### config.mk
export PLATFORM = sky130hd
export DESIGN_NAME = wm_uart
export DESIGN_NICKNAME = d
export VERILOG_FILES = /design/src/rtl/wm_uart_pkg.sv /design/src/rtl/wm_uart_fifo.sv /design/src/rtl/wm_uart_tx.sv /design/src/rtl/wm_uart_rx.sv /design/src/rtl/wm_uart.sv
export SDC_FILE = /design/constraint.sdc
export NUM_CORES = 1
export LEC_CHECK = 0
export ABC_AREA = 0
export CORE_MARGIN = 2
export CORE_UTILIZATION = 59
export CTS_CLUSTER_SIZE = 25
export DETAILED_ROUTE_END_ITERATION = 16
export PLACE_DENSITY_LB_ADDON = 0.12
export SYNTH_ARGS = -nofsm -noshare
export SYNTH_HDL_FRONTEND = slang
export SYNTH_SLANG_ARGS = --single-unit
export TNS_END_PERCENT = 5
### constraint.sdc
create_clock -name clk -period 3 [get_ports clk]
set_input_delay 0.3 -clock clk [delete_from_list [all_inputs] [get_ports clk]]
set_output_delay 0.3 -clock clk [all_outputs]
set_load 0.02 [all_outputs]
### src/rtl/wm_uart_pkg.sv
package wm_uart_pkg;
   localparam logic [2:0] REG_TXDATA = 3'd0;
   localparam logic [2:0] REG_RXDATA = 3'd1;
   localparam logic [2:0] REG_TXCTRL = 3'd2;
   localparam logic [2:0] REG_RXCTRL = 3'd3;
   localparam logic [2:0] REG_IE     = 3'd4;
   localparam logic [2:0] REG_IP     = 3'd5;
   localparam logic [2:0] REG_DIV    = 3'd6;
   localparam int         WM_LSB     = 16;

   typedef enum logic [1:0] {
      RX_IDLE  = 2'd0,
      RX_START = 2'd1,
      RX_DATA  = 2'd2,
      RX_STOP  = 2'd3
   } rx_state_e;
endpackage

### src/rtl/wm_uart_fifo.sv
module wm_uart_fifo #(
   parameter int DEPTH = 8,
   parameter int W     = 8,
   localparam int AW   = (DEPTH > 1) ? $clog2(DEPTH) : 1,
   localparam int CW   = $clog2(DEPTH + 1)
) (
   input  logic          clk,
   input  logic          rst_n,
   input  logic          push,
   input  logic [W-1:0]  din,
   input  logic          pop,
   output logic [W-1:0]  dout,
   output logic [CW-1:0] count,
   output logic          full,
   output logic          empty
);
   logic [W-1:0]  mem [DEPTH];
   logic [AW-1:0] wptr, rptr, wnext, rnext;
   logic          do_push, do_pop;

   if (DEPTH < 2) begin : g_bad_depth
      $error("wm_uart_fifo: DEPTH must be at least 2");
   end

   if ((DEPTH & (DEPTH - 1)) == 0) begin : g_pow2
      assign wnext = wptr + 1'b1;
      assign rnext = rptr + 1'b1;
   end else begin : g_any
      assign wnext = (wptr == AW'(DEPTH - 1)) ? '0 : wptr + 1'b1;
      assign rnext = (rptr == AW'(DEPTH - 1)) ? '0 : rptr + 1'b1;
   end

   assign full    = (count == CW'(DEPTH));
   assign empty   = (count == '0);
   assign do_push = push && !full;
   assign do_pop  = pop && !empty;
   assign dout    = mem[rptr];

   always_ff @(posedge clk) begin
      if (do_push) mem[wptr] <= din;
   end

   always_ff @(posedge clk or negedge rst_n) begin
      if (!rst_n) begin
         wptr  <= '0;
         rptr  <= '0;
         count <= '0;
      end else begin
         if (do_push) wptr <= wnext;
         if (do_pop)  rptr <= rnext;
         count <= count + CW'(do_push) - CW'(do_pop);
      end
   end
endmodule

### src/rtl/wm_uart_tx.sv
module wm_uart_tx #(
   parameter int DIV_W = 16
) (
   input  logic             clk,
   input  logic             rst_n,
   input  logic             en,
   input  logic             two_stop,
   input  logic [DIV_W-1:0] div,
   input  logic             q_empty,
   input  logic [7:0]       q_data,
   output logic             q_pop,
   output logic             busy,
   output logic             txd
);
   logic [10:0]      sh;
   logic [3:0]       bitn;
   logic [DIV_W-1:0] cnt;
   logic             bit_end, last, start;

   assign bit_end = busy && (cnt == div);
   assign last    = bit_end && (bitn == (two_stop ? 4'd10 : 4'd9));
   assign start   = en && !q_empty && (!busy || last);
   assign q_pop   = start;
   assign txd     = busy ? sh[0] : 1'b1;

   always_ff @(posedge clk or negedge rst_n) begin
      if (!rst_n) begin
         sh   <= '1;
         bitn <= '0;
         cnt  <= '0;
         busy <= 1'b0;
      end else if (start) begin
         sh   <= {2'b11, q_data, 1'b0};
         bitn <= '0;
         cnt  <= '0;
         busy <= 1'b1;
      end else if (busy) begin
         if (bit_end) begin
            cnt <= '0;
            if (last) begin
               busy <= 1'b0;
            end else begin
               sh   <= {1'b1, sh[10:1]};
               bitn <= bitn + 4'd1;
            end
         end else begin
            cnt <= cnt + 1'b1;
         end
      end
   end
endmodule

### src/rtl/wm_uart_rx.sv
module wm_uart_rx
   import wm_uart_pkg::*;
#(
   parameter int DIV_W       = 16,
   parameter int SYNC_STAGES = 2
) (
   input  logic             clk,
   input  logic             rst_n,
   input  logic             en,
   input  logic [DIV_W-1:0] div,
   input  logic             rxd,
   output logic             byte_valid,
   output logic [7:0]       byte_data
);
   logic             rxs;
   rx_state_e        st;
   logic [DIV_W-1:0] cnt;
   logic [2:0]       bitn;

   if (SYNC_STAGES == 0) begin : g_nosync
      assign rxs = rxd;
   end else if (SYNC_STAGES == 1) begin : g_sync1
      logic sr;
      always_ff @(posedge clk or negedge rst_n) begin
         if (!rst_n) sr <= 1'b1;
         else        sr <= rxd;
      end
      assign rxs = sr;
   end else begin : g_syncn
      logic [SYNC_STAGES-1:0] sr;
      always_ff @(posedge clk or negedge rst_n) begin
         if (!rst_n) sr <= '1;
         else        sr <= {sr[SYNC_STAGES-2:0], rxd};
      end
      assign rxs = sr[SYNC_STAGES-1];
   end

   always_ff @(posedge clk or negedge rst_n) begin
      if (!rst_n) begin
         st         <= RX_IDLE;
         cnt        <= '0;
         bitn       <= '0;
         byte_data  <= '0;
         byte_valid <= 1'b0;
      end else begin
         byte_valid <= 1'b0;
         case (st)
            RX_IDLE: begin
               cnt <= '0;
               if (en && !rxs) st <= RX_START;
            end
            RX_START: begin
               if (cnt == (div >> 1)) begin
                  cnt  <= '0;
                  bitn <= '0;
                  st   <= rxs ? RX_IDLE : RX_DATA;
               end else begin
                  cnt <= cnt + 1'b1;
               end
            end
            RX_DATA: begin
               if (cnt == div) begin
                  cnt       <= '0;
                  byte_data <= {rxs, byte_data[7:1]};
                  bitn      <= bitn + 3'd1;
                  if (bitn == 3'd7) st <= RX_STOP;
               end else begin
                  cnt <= cnt + 1'b1;
               end
            end
            RX_STOP: begin
               if (cnt == div) begin
                  byte_valid <= rxs;
                  st         <= RX_IDLE;
               end else begin
                  cnt <= cnt + 1'b1;
               end
            end
            default: st <= RX_IDLE;
         endcase
      end
   end
endmodule

### src/rtl/wm_uart.sv
module wm_uart
   import wm_uart_pkg::*;
#(
   parameter int DEPTH       = 8,
   parameter int DIV_W       = 16,
   parameter int SYNC_STAGES = 2
) (
   input  logic        clk,
   input  logic        rst_n,
   input  logic        bus_wr,
   input  logic        bus_rd,
   input  logic [4:0]  bus_addr,
   input  logic [31:0] bus_wdata,
   output logic [31:0] bus_rdata,
   output logic        irq,
   output logic        txd,
   input  logic        rxd
);
   localparam int CW = $clog2(DEPTH + 1);

   if (DIV_W < 1 || DIV_W > 32) begin : g_bad_div
      $error("wm_uart: DIV_W must be 1..32");
   end
   if (CW > 32 - WM_LSB) begin : g_bad_wm
      $error("wm_uart: DEPTH too large for the threshold field");
   end

   logic [2:0]       sel;
   logic             tx_en, tx_two_stop, rx_en;
   logic [CW-1:0]    tx_wm, rx_wm, tx_count, rx_count;
   logic [1:0]       ie, ip;
   logic [DIV_W-1:0] div_q;
   logic             tx_push, tx_pop, tx_full, tx_empty, tx_busy;
   logic             rx_pop, rx_push, rx_full, rx_empty;
   logic [7:0]       tx_head, rx_head, rx_byte;
   logic [31:0]      rd_mux;
   logic             unused_bits;

   assign sel         = bus_addr[4:2];
   assign unused_bits = ^{bus_addr[1:0], bus_wdata, rx_full};
   assign tx_push     = bus_wr && (sel == REG_TXDATA);
   assign rx_pop      = bus_rd && (sel == REG_RXDATA) && !rx_empty;
   assign ip          = {(rx_count > rx_wm), (tx_count < tx_wm)};
   assign irq         = |(ie & ip);

   always_ff @(posedge clk or negedge rst_n) begin
      if (!rst_n) begin
         tx_en       <= 1'b0;
         tx_two_stop <= 1'b0;
         tx_wm       <= '0;
         rx_en       <= 1'b0;
         rx_wm       <= '0;
         ie          <= '0;
         div_q       <= '0;
      end else if (bus_wr) begin
         case (sel)
            REG_TXCTRL: begin
               tx_en       <= bus_wdata[0];
               tx_two_stop <= bus_wdata[1];
               tx_wm       <= bus_wdata[WM_LSB +: CW];
            end
            REG_RXCTRL: begin
               rx_en <= bus_wdata[0];
               rx_wm <= bus_wdata[WM_LSB +: CW];
            end
            REG_IE:  ie    <= bus_wdata[1:0];
            REG_DIV: div_q <= bus_wdata[DIV_W-1:0];
            default: ;
         endcase
      end
   end

   always_comb begin
      rd_mux = '0;
      case (sel)
         REG_TXDATA: rd_mux[31] = tx_full;
         REG_RXDATA: begin
            rd_mux[31]  = rx_empty;
            rd_mux[7:0] = rx_empty ? 8'h00 : rx_head;
         end
         REG_TXCTRL: begin
            rd_mux[0]             = tx_en;
            rd_mux[1]             = tx_two_stop;
            rd_mux[WM_LSB +: CW]  = tx_wm;
         end
         REG_RXCTRL: begin
            rd_mux[0]             = rx_en;
            rd_mux[WM_LSB +: CW]  = rx_wm;
         end
         REG_IE:  rd_mux[1:0]       = ie;
         REG_IP:  rd_mux[1:0]       = ip;
         REG_DIV: rd_mux[DIV_W-1:0] = div_q;
         default: ;
      endcase
   end

   always_ff @(posedge clk or negedge rst_n) begin
      if (!rst_n)      bus_rdata <= '0;
      else if (bus_rd) bus_rdata <= rd_mux;
   end

   wm_uart_fifo #(.DEPTH(DEPTH), .W(8)) u_txq (
      .clk(clk), .rst_n(rst_n), .push(tx_push), .din(bus_wdata[7:0]),
      .pop(tx_pop), .dout(tx_head), .count(tx_count),
      .full(tx_full), .empty(tx_empty));

   wm_uart_fifo #(.DEPTH(DEPTH), .W(8)) u_rxq (
      .clk(clk), .rst_n(rst_n), .push(rx_push), .din(rx_byte),
      .pop(rx_pop), .dout(rx_head), .count(rx_count),
      .full(rx_full), .empty(rx_empty));

   wm_uart_tx #(.DIV_W(DIV_W)) u_tx (
      .clk(clk), .rst_n(rst_n), .en(tx_en), .two_stop(tx_two_stop),
      .div(div_q), .q_empty(tx_empty), .q_data(tx_head), .q_pop(tx_pop),
      .busy(tx_busy), .txd(txd));

   wm_uart_rx #(.DIV_W(DIV_W), .SYNC_STAGES(SYNC_STAGES)) u_rx (
      .clk(clk), .rst_n(rst_n), .en(rx_en), .div(div_q), .rxd(rxd),
      .byte_valid(rx_push), .byte_data(rx_byte));
endmodule

======== Word level (Yosys, flattened, before mapping) ========
Memories as Yosys holds them, arrays and structs flattened.
Index checks and enable logic that the tools add are counted.
operators by class
  add/subtract/negate cells ............... 12
  order comparisons ....................... 2
  equality and inequality tests ........... 23
  multiplexer cells ....................... 44
  bitwise logic cells ..................... 1
  reduce and logical (&&, ||, !) cells .... 35
operators with widths
  cell                                                                    count
  16-bit 2-to-1 mux                                                       6
  16-bit case mux with 4 select lines                                     1
  11-bit 2-to-1 mux                                                       4
  16-bit by 1-bit adder with 16-bit output (second input constant)        2
  16-bit equality test                                                    2
  16-bit by 15-bit equality test with 1-bit output                        1
  4-bit 2-to-1 mux                                                        4
  8-bit 2-to-1 mux                                                        2
  3-bit by 1-bit adder with 3-bit output (second input constant)          5
  2-bit 2-to-1 mux                                                        7
  3-bit equality test (second input constant)                             4
  1-bit logical AND                                                       12
  6-bit case mux with 2 select lines                                      1
  1-bit 2-to-1 mux                                                        11
  2-bit by 1-bit != test with 1-bit output (second input constant)        5
  2-bit AND reduction                                                     5
  4-bit by 1-bit adder with 4-bit output                                  2
  4-bit equality test (second input constant)                             2
  4-bit zero test                                                         2
  2-bit case mux with 4 select lines                                      1
  4-bit case mux with 2 select lines                                      1
  4-bit by 1-bit subtractor with 4-bit output                             2
  3-bit by 2-bit equality test with 1-bit output (second input constant)  2
  1-bit zero test                                                         6
  other kinds (21)                                                        27
storage, ports and cells
  flip-flop bits (word level) ............. 134
  memory bits (writable) .................. 128
  input port bits ......................... 42
  output and inout port bits .............. 34
  word-level logic and storage cells ...... 143
  memories ................................ 2
memories
  name       words  width  read ports  clocked after Yosys merged registers in  wr ports  RTL line            source
  u_rxq.mem  8      8      1           0                                        1         wm_uart_fifo.sv:17  logic [W-1:0] mem [DEPTH];
  u_txq.mem  8      8      1           0                                        1         wm_uart_fifo.sv:17

======== Depth between registers and ports, before layout ========
  depth in word-level cells ............... 7
  depth in mapped cells ................... 12
  depth with buffers taken out ............ 12

======== Modules after synthesis ========
A second synthesis with hierarchy kept.
second synthesis, totals
  cell total of the unflattened synthesis .. 953
  area, all modules ....................... 12854.8 um2
modules (own cells, without submodules)
  module        instances  cells each  area an instance (um2)  sequential area each (um2)
  wm_uart_fifo  2          150         3067.9                  2172.1
  wm_uart       1          219         2497.4                  1251.2
  wm_uart_rx    1          229         2239.6                  803.3
  wm_uart_tx    1          205         1981.9                  762.0

======== Least setup slack after synthesis ========
Ideal clock, no wire load.
  path type ............................... reg2reg
  start ................................... register div_q[12]
  end ..................................... register u_txq.count[2]
  setup time .............................. 0.123 ns
  data arrival time ....................... 2.462 ns
  required time ........................... 2.877 ns
  slack ................................... 0.416 ns
  cell stages (with the launch flop) ...... 12
  buffers on the path ..................... 1
  period minus slack after synthesis ...... 2.584 ns
  cell sequence ........................... dfrtp_1 > xnor2_1 > nand4_1 > nor4_4 > a21boi_0 > nor2_1 > buf_4 > ha_1 > inv_1 > ha_1 > fa_1 > xor2_1
between the ends
  cells in the longest elaborated chain, start to end .. 7
RTL lines
  what                                         RTL line            source
  start, declared                              wm_uart.sv:32       logic [DIV_W-1:0] div_q;
  start signal, assigned                       wm_uart.sv:67       REG_DIV: div_q <= bus_wdata[DIV_W-1:0];
  16-bit equality test                         wm_uart_tx.sv:20    assign bit_end = busy && (cnt == div);
  1-bit logical AND                            wm_uart_tx.sv:20
  1-bit logical AND                            wm_uart_tx.sv:21    assign last = bit_end && (bitn == (two_stop ? 4'd10 : 4'd9));
  1-bit logical OR                             wm_uart_tx.sv:22    assign start = en && !q_empty && (!busy || last);
  1-bit logical AND                            wm_uart_tx.sv:22
  1-bit logical AND                            wm_uart_fifo.sv:36  assign do_pop = pop && !empty;
  net u_txq.do_pop                             wm_uart_fifo.sv:19  logic do_push, do_pop;
  4-bit by 1-bit subtractor with 4-bit output  wm_uart_fifo.sv:51  count <= count + CW'(do_push) - CW'(do_pop);
  end signal, assigned                         wm_uart_fifo.sv:51
  end, declared                                wm_uart_fifo.sv:13  output logic [CW-1:0] count,
The timed path passes the listed nets, and every way through them passes these cells.
A chain may end at the register's enable or synchronous reset.

======== Final worst setup path ========
  start ................................... register div_q[8]
  end ..................................... register u_txq.count[3]
between the ends
  cells in the longest elaborated chain, start to end .. 7
RTL lines
  what                                         RTL line
  16-bit equality test                         wm_uart_tx.sv:20
  1-bit logical AND                            wm_uart_tx.sv:20
  1-bit logical AND                            wm_uart_tx.sv:21
  1-bit logical OR                             wm_uart_tx.sv:22
  1-bit logical AND                            wm_uart_tx.sv:22
  1-bit logical AND                            wm_uart_fifo.sv:36
  4-bit by 1-bit subtractor with 4-bit output  wm_uart_fifo.sv:51
No other way between the ends.

==> metrics.md <==
| Metric | Value |
|---|---|
| Share of total power consumed by net switching | `29.54%` |
| Starting DRT DRC Count | `402` |
| Total power density per cell area | `780.5 mW/mm2` |
| Met2 Track Usage GR | `42.23%` |
| Switching component of the power | `3.205 mW` |
| Largest area contributor in the netlist | `edfxtp_1` |
| Post-synthesis sequential area ratio | `59.36%` |
| GR Layer Usage met1 | `31.55%` |
| Starting density of the core | `59.81%` |
| Top cells by area, synth | `edfxtp_1, dfrtp_1, mux4_2, mux2_2, xnor2_1` |
| Worst path required time | `3.44 ns` |
| Simple-gate area share of the yosys netlist | `between 10% and 20%` |
| Routed len/inst | `19.81 um` |
| Vias | `7361` |
| Total of warnings raised by yosys | `0` |
| Slew @ Worst Pin | `0.8178 ns` |
| Number of clock buffers inserted by TritonCTS | `28` |
| Most frequently used cell type in the post-synthesis netlist | `edfxtp_1` |
| Ys flop type | `edfxtp_1` |
| Maximum count of clock buffers along a single path | `3` |
| RSZ-0062 raised after global routing | `false` |
| Arrival time worst endpoint | `3.16 ns` |
| Max rail drop VDD | `between 0.6 and 0.7 mV` |
| Final Power | `10.85 mW` |
| Xor/xnor share of the synthesized area | `under 10%` |
| Top cells by count, synth | `edfxtp_1, dfrtp_1, nor2_1, xnor2_1, mux2_2` |
| Cell internal power dissipation | `7.647 mW` |
| Status | `complete, no violations` |
| Clk network pwr share | `32.2%` |
| Clock H-tree levels | `1` |
| Area share of fa/ha/maj cells after synthesis | `3.651%` |
| Number of input and output port buffers inserted | `50` |
| Worst clock skew | `0.01649 ns` |
| Layout area overhead | `15.26%` |
| DRC | `0` |
| Number of buffers added for setup after CTS | `0` |
| Met3 Track Usage GR | `3.075%` |
| Power share of the combinational group | `24.7%` |
| Netlist cell types | `63` |
| Final max-slew violation count | `0` |
| Clk slew on worst S/H paths | `0.06 ns` |
| Reg power frac | `43.1%` |
| Synthesized area per cell | `13.34 um2` |
| Main combinational cell family by area after synthesis | `multiplexers` |
| Endpoint type of the worst setup path | `register` |
| Remaining number of nets flagged by the antenna check after routing | `0` |
| CP Class | `register to register` |
| Floorplan row count | `52` |
| Placeable core area | `0.02017 mm2` |
| Final WL | `25140 um` |
| Gate Count Post-Synth | `904` |
| Compound-cell area share of the yosys netlist | `6.099%` |
| Master cell of the clock root buffer | `clkbuf_16` |
| Portion of synthesized cell area occupied by the leading cell type | `a little under a third` |
| Post-synthesis instance area | `0.01206 mm2` |
| Clock tree from TritonCTS | `done` |
| Remaining global-route overflow | `0` |
| Part of the cycle the worst path needs | `90.68%` |
| Register bit count reported by yosys | `260` |
| Number of antenna violations at the first check in global routing | `0` |
| Grt peak-use layer | `met2` |
| Maximum fanout along the worst path | `5` |
| Number of global-route vias before repair | `7596` |
| Highest clock rate | `between 300 and 400 MHz` |
| Max-cap violations | `0` |
| Critical Path Start Type | `register` |
| Die W | `147.0 um` |
| Pin count of the biggest net entering global routing | `57` |
| Routability cong. | `approximately 0.87` |
| Drt first pass iters | `5` |
| Min-delay worst type | `primary input to register` |
| Final hold viol count | `0` |
| GRT Overall Usage | `23.93%` |
| HPWL after DPL | `17200 um` |
| Slew Limit Headroom | `a little under half` |
| Fraction of registers with async set or reset after synthesis | `50.77%` |
| Nets | `1054` |
| Fraction of layout cells with a size suffix above 1 | `18.02%` |
| Overall die height | `about 150 um` |
| DIE AREA | `0.02160 mm2` |
| Wire length of the first global-routing pass | `40670 um` |
| Count of inserted antenna diode cells | `0` |
| TritonCTS sink count | `260` |
| Multiplexer fraction of the synthesized cell area | `11.43%` |
| Tmin final | `2.720 ns` |
| Setup total negative slack | `0 ns` |
| Number of top-level pins | `76` |
| Static Leak | `5.508 nW` |
| Total of endpoints with negative setup slack in the final report | `0` |
| Vias per cell | `5.801` |
| Clock latency on the worst-skew pair | `0.54 ns` |
| Number of enable-type register cells in the synthesized netlist | `approximately 130` |
==> power groups by stage <==
stage / Clock, mW / Combinational [mW] / Sequential (mW)
6_report: 3.49 / 2.68 / 4.68
3_3_place_gp: 0 / 2.57 / 4.70
5_1_grt: 3.69 / 2.96 / 4.74
4_1_cts: 3.55 / 2.71 / 4.68
2_1_floorplan: 0 / 2.08 / 4.53
3_5_place_dp: 0 / 2.68 / 4.74
==> critical path, cell delays in order, from the launching register on <==
cell	delay [ns]
dfrtp_1	0.48
xnor2_1	0.19
nand4_1	0.16
nor4_4	0.33
a21boi_0	0.21
nor2_1	0.22
ha_1	0.19
inv_1	0.07
ha_1	0.27
a21o_1	0.15
a21oi_1	0.17
xor2_1	0.17
==> routing by layer <==
layer | up-vias | part of all wire [%]
met5 | - | 0
met4 | 0 | 2.4
met3 | 50 | 3.4
met2 | 174 | 52
met1 | 3732 | 42
li1 | 3405 | -
==> sequential cells by signal (all words and copies together), names as in the netlist, 2 cells and up, named ones only <==
name and cells:
u_rxq.mem 64, u_txq.mem 64, bus_rdata 21, div_q 16, u_rx.cnt 16, u_tx.cnt 16
u_tx.sh 9, u_rx.byte_data 8, rx_wm 4, tx_wm 4, u_rxq.count 4, u_tx.bitn 4
u_txq.count 4, u_rx.bitn 3, u_rxq.rptr 3, u_rxq.wptr 3, u_txq.rptr 3, u_txq.wptr 3
ie 2, u_rx.g_syncn.sr 2
==> repair_timing <==
item	CTS	global route
hold endpoints to repair	38	0
gates resized for setup	1	1
endpoints found under the setup margin	1	1
hold buffers	1	0
==> worst paths after layout <==
check	to	cells after the start	slack [ns]	startpoint
setup / recovery	u_txq.count[3]$_DFF_PN0_	11	0.28	div_q[8]$_DFFE_PN0P_
setup reg to reg	u_txq.count[3]$_DFF_PN0_	11	0.28	div_q[8]$_DFFE_PN0P_
hold / removal	u_rx.g_syncn.sr[0]$_DFF_PN1_	1	0.18	rxd
max in group asynchronous	u_rx.byte_data[5]$_DFFE_PN0P_	3	1.91	rst_n
hold reg to reg	u_rx.g_syncn.sr[1]$_DFF_PN1_	0	0.36	u_rx.g_syncn.sr[0]$_DFF_PN1_
min in group asynchronous	u_tx.bitn[0]$_DFFE_PN0P_	2	0.28	rst_n
==> cell type report <==
| cell class | count | area [um2] |
|---|---|---|
| Fill cell | 1380 | 6266 |
| Sequential cell | 260 | 7161 |
| Clock inverter | 8 | 96.34 |
| Inverter | 44 | 165.2 |
| Clock buffer | 43 | 863.3 |
| Multi-Input combinational cell | 559 | 4498 |
| Timing Repair Buffer | 85 | 782.0 |
| Tap cell | 270 | 337.8 |
==> metrics by stage <==
step           area, um2  hold WS [ns]  util (%)  setup WS, ns  std cells
3_5_place_dp       12930        0.2660     64.11        0.3311       1217
5_1_grt            13900        0.1658     68.93       0.01101       1269
2_1_floorplan      12100      0.004409         -        0.4155        914
4_1_cts            13900        0.1639     68.92       0.06595       1269
6_report           13900        0.1846     68.93        0.2796       1269
3_3_place_gp       12930        0.2553     64.11        0.3660       1217
==> cell families after synthesis <==
family,count (synthesis)
DFF,260
and+or+nand+nor,228
AOI/OAI and AO/OA,116
buffers and inverters,95
muxes,92
xor gates and xnor gates,78
adders and majority gates,34
other,1
==> placed cells by master, fill, tap and decap left out, types with 8 or more instances in the layout <==
cell and instances:
a22oi_1 8, o21ai_0 36, conb_1 11, xor2_1 29, nand2b_1 13, ha_1 32, buf_4 33, a21oi_1 32
dfstp_2 11, nor3_1 8, mux2i_1 14, inv_1 44, nand2_1 39, nor2_1 63, and3_1 8, dfrtp_1 121
edfxtp_1 128, nand4_1 17, xnor2_1 49, mux2_2 46, clkdlybuf4s50_1 48, clkbuf_16 30, mux4_2 32, nand3_1 25
and2_1 12
Note: power is estimated with default switching activity, not from simulation.
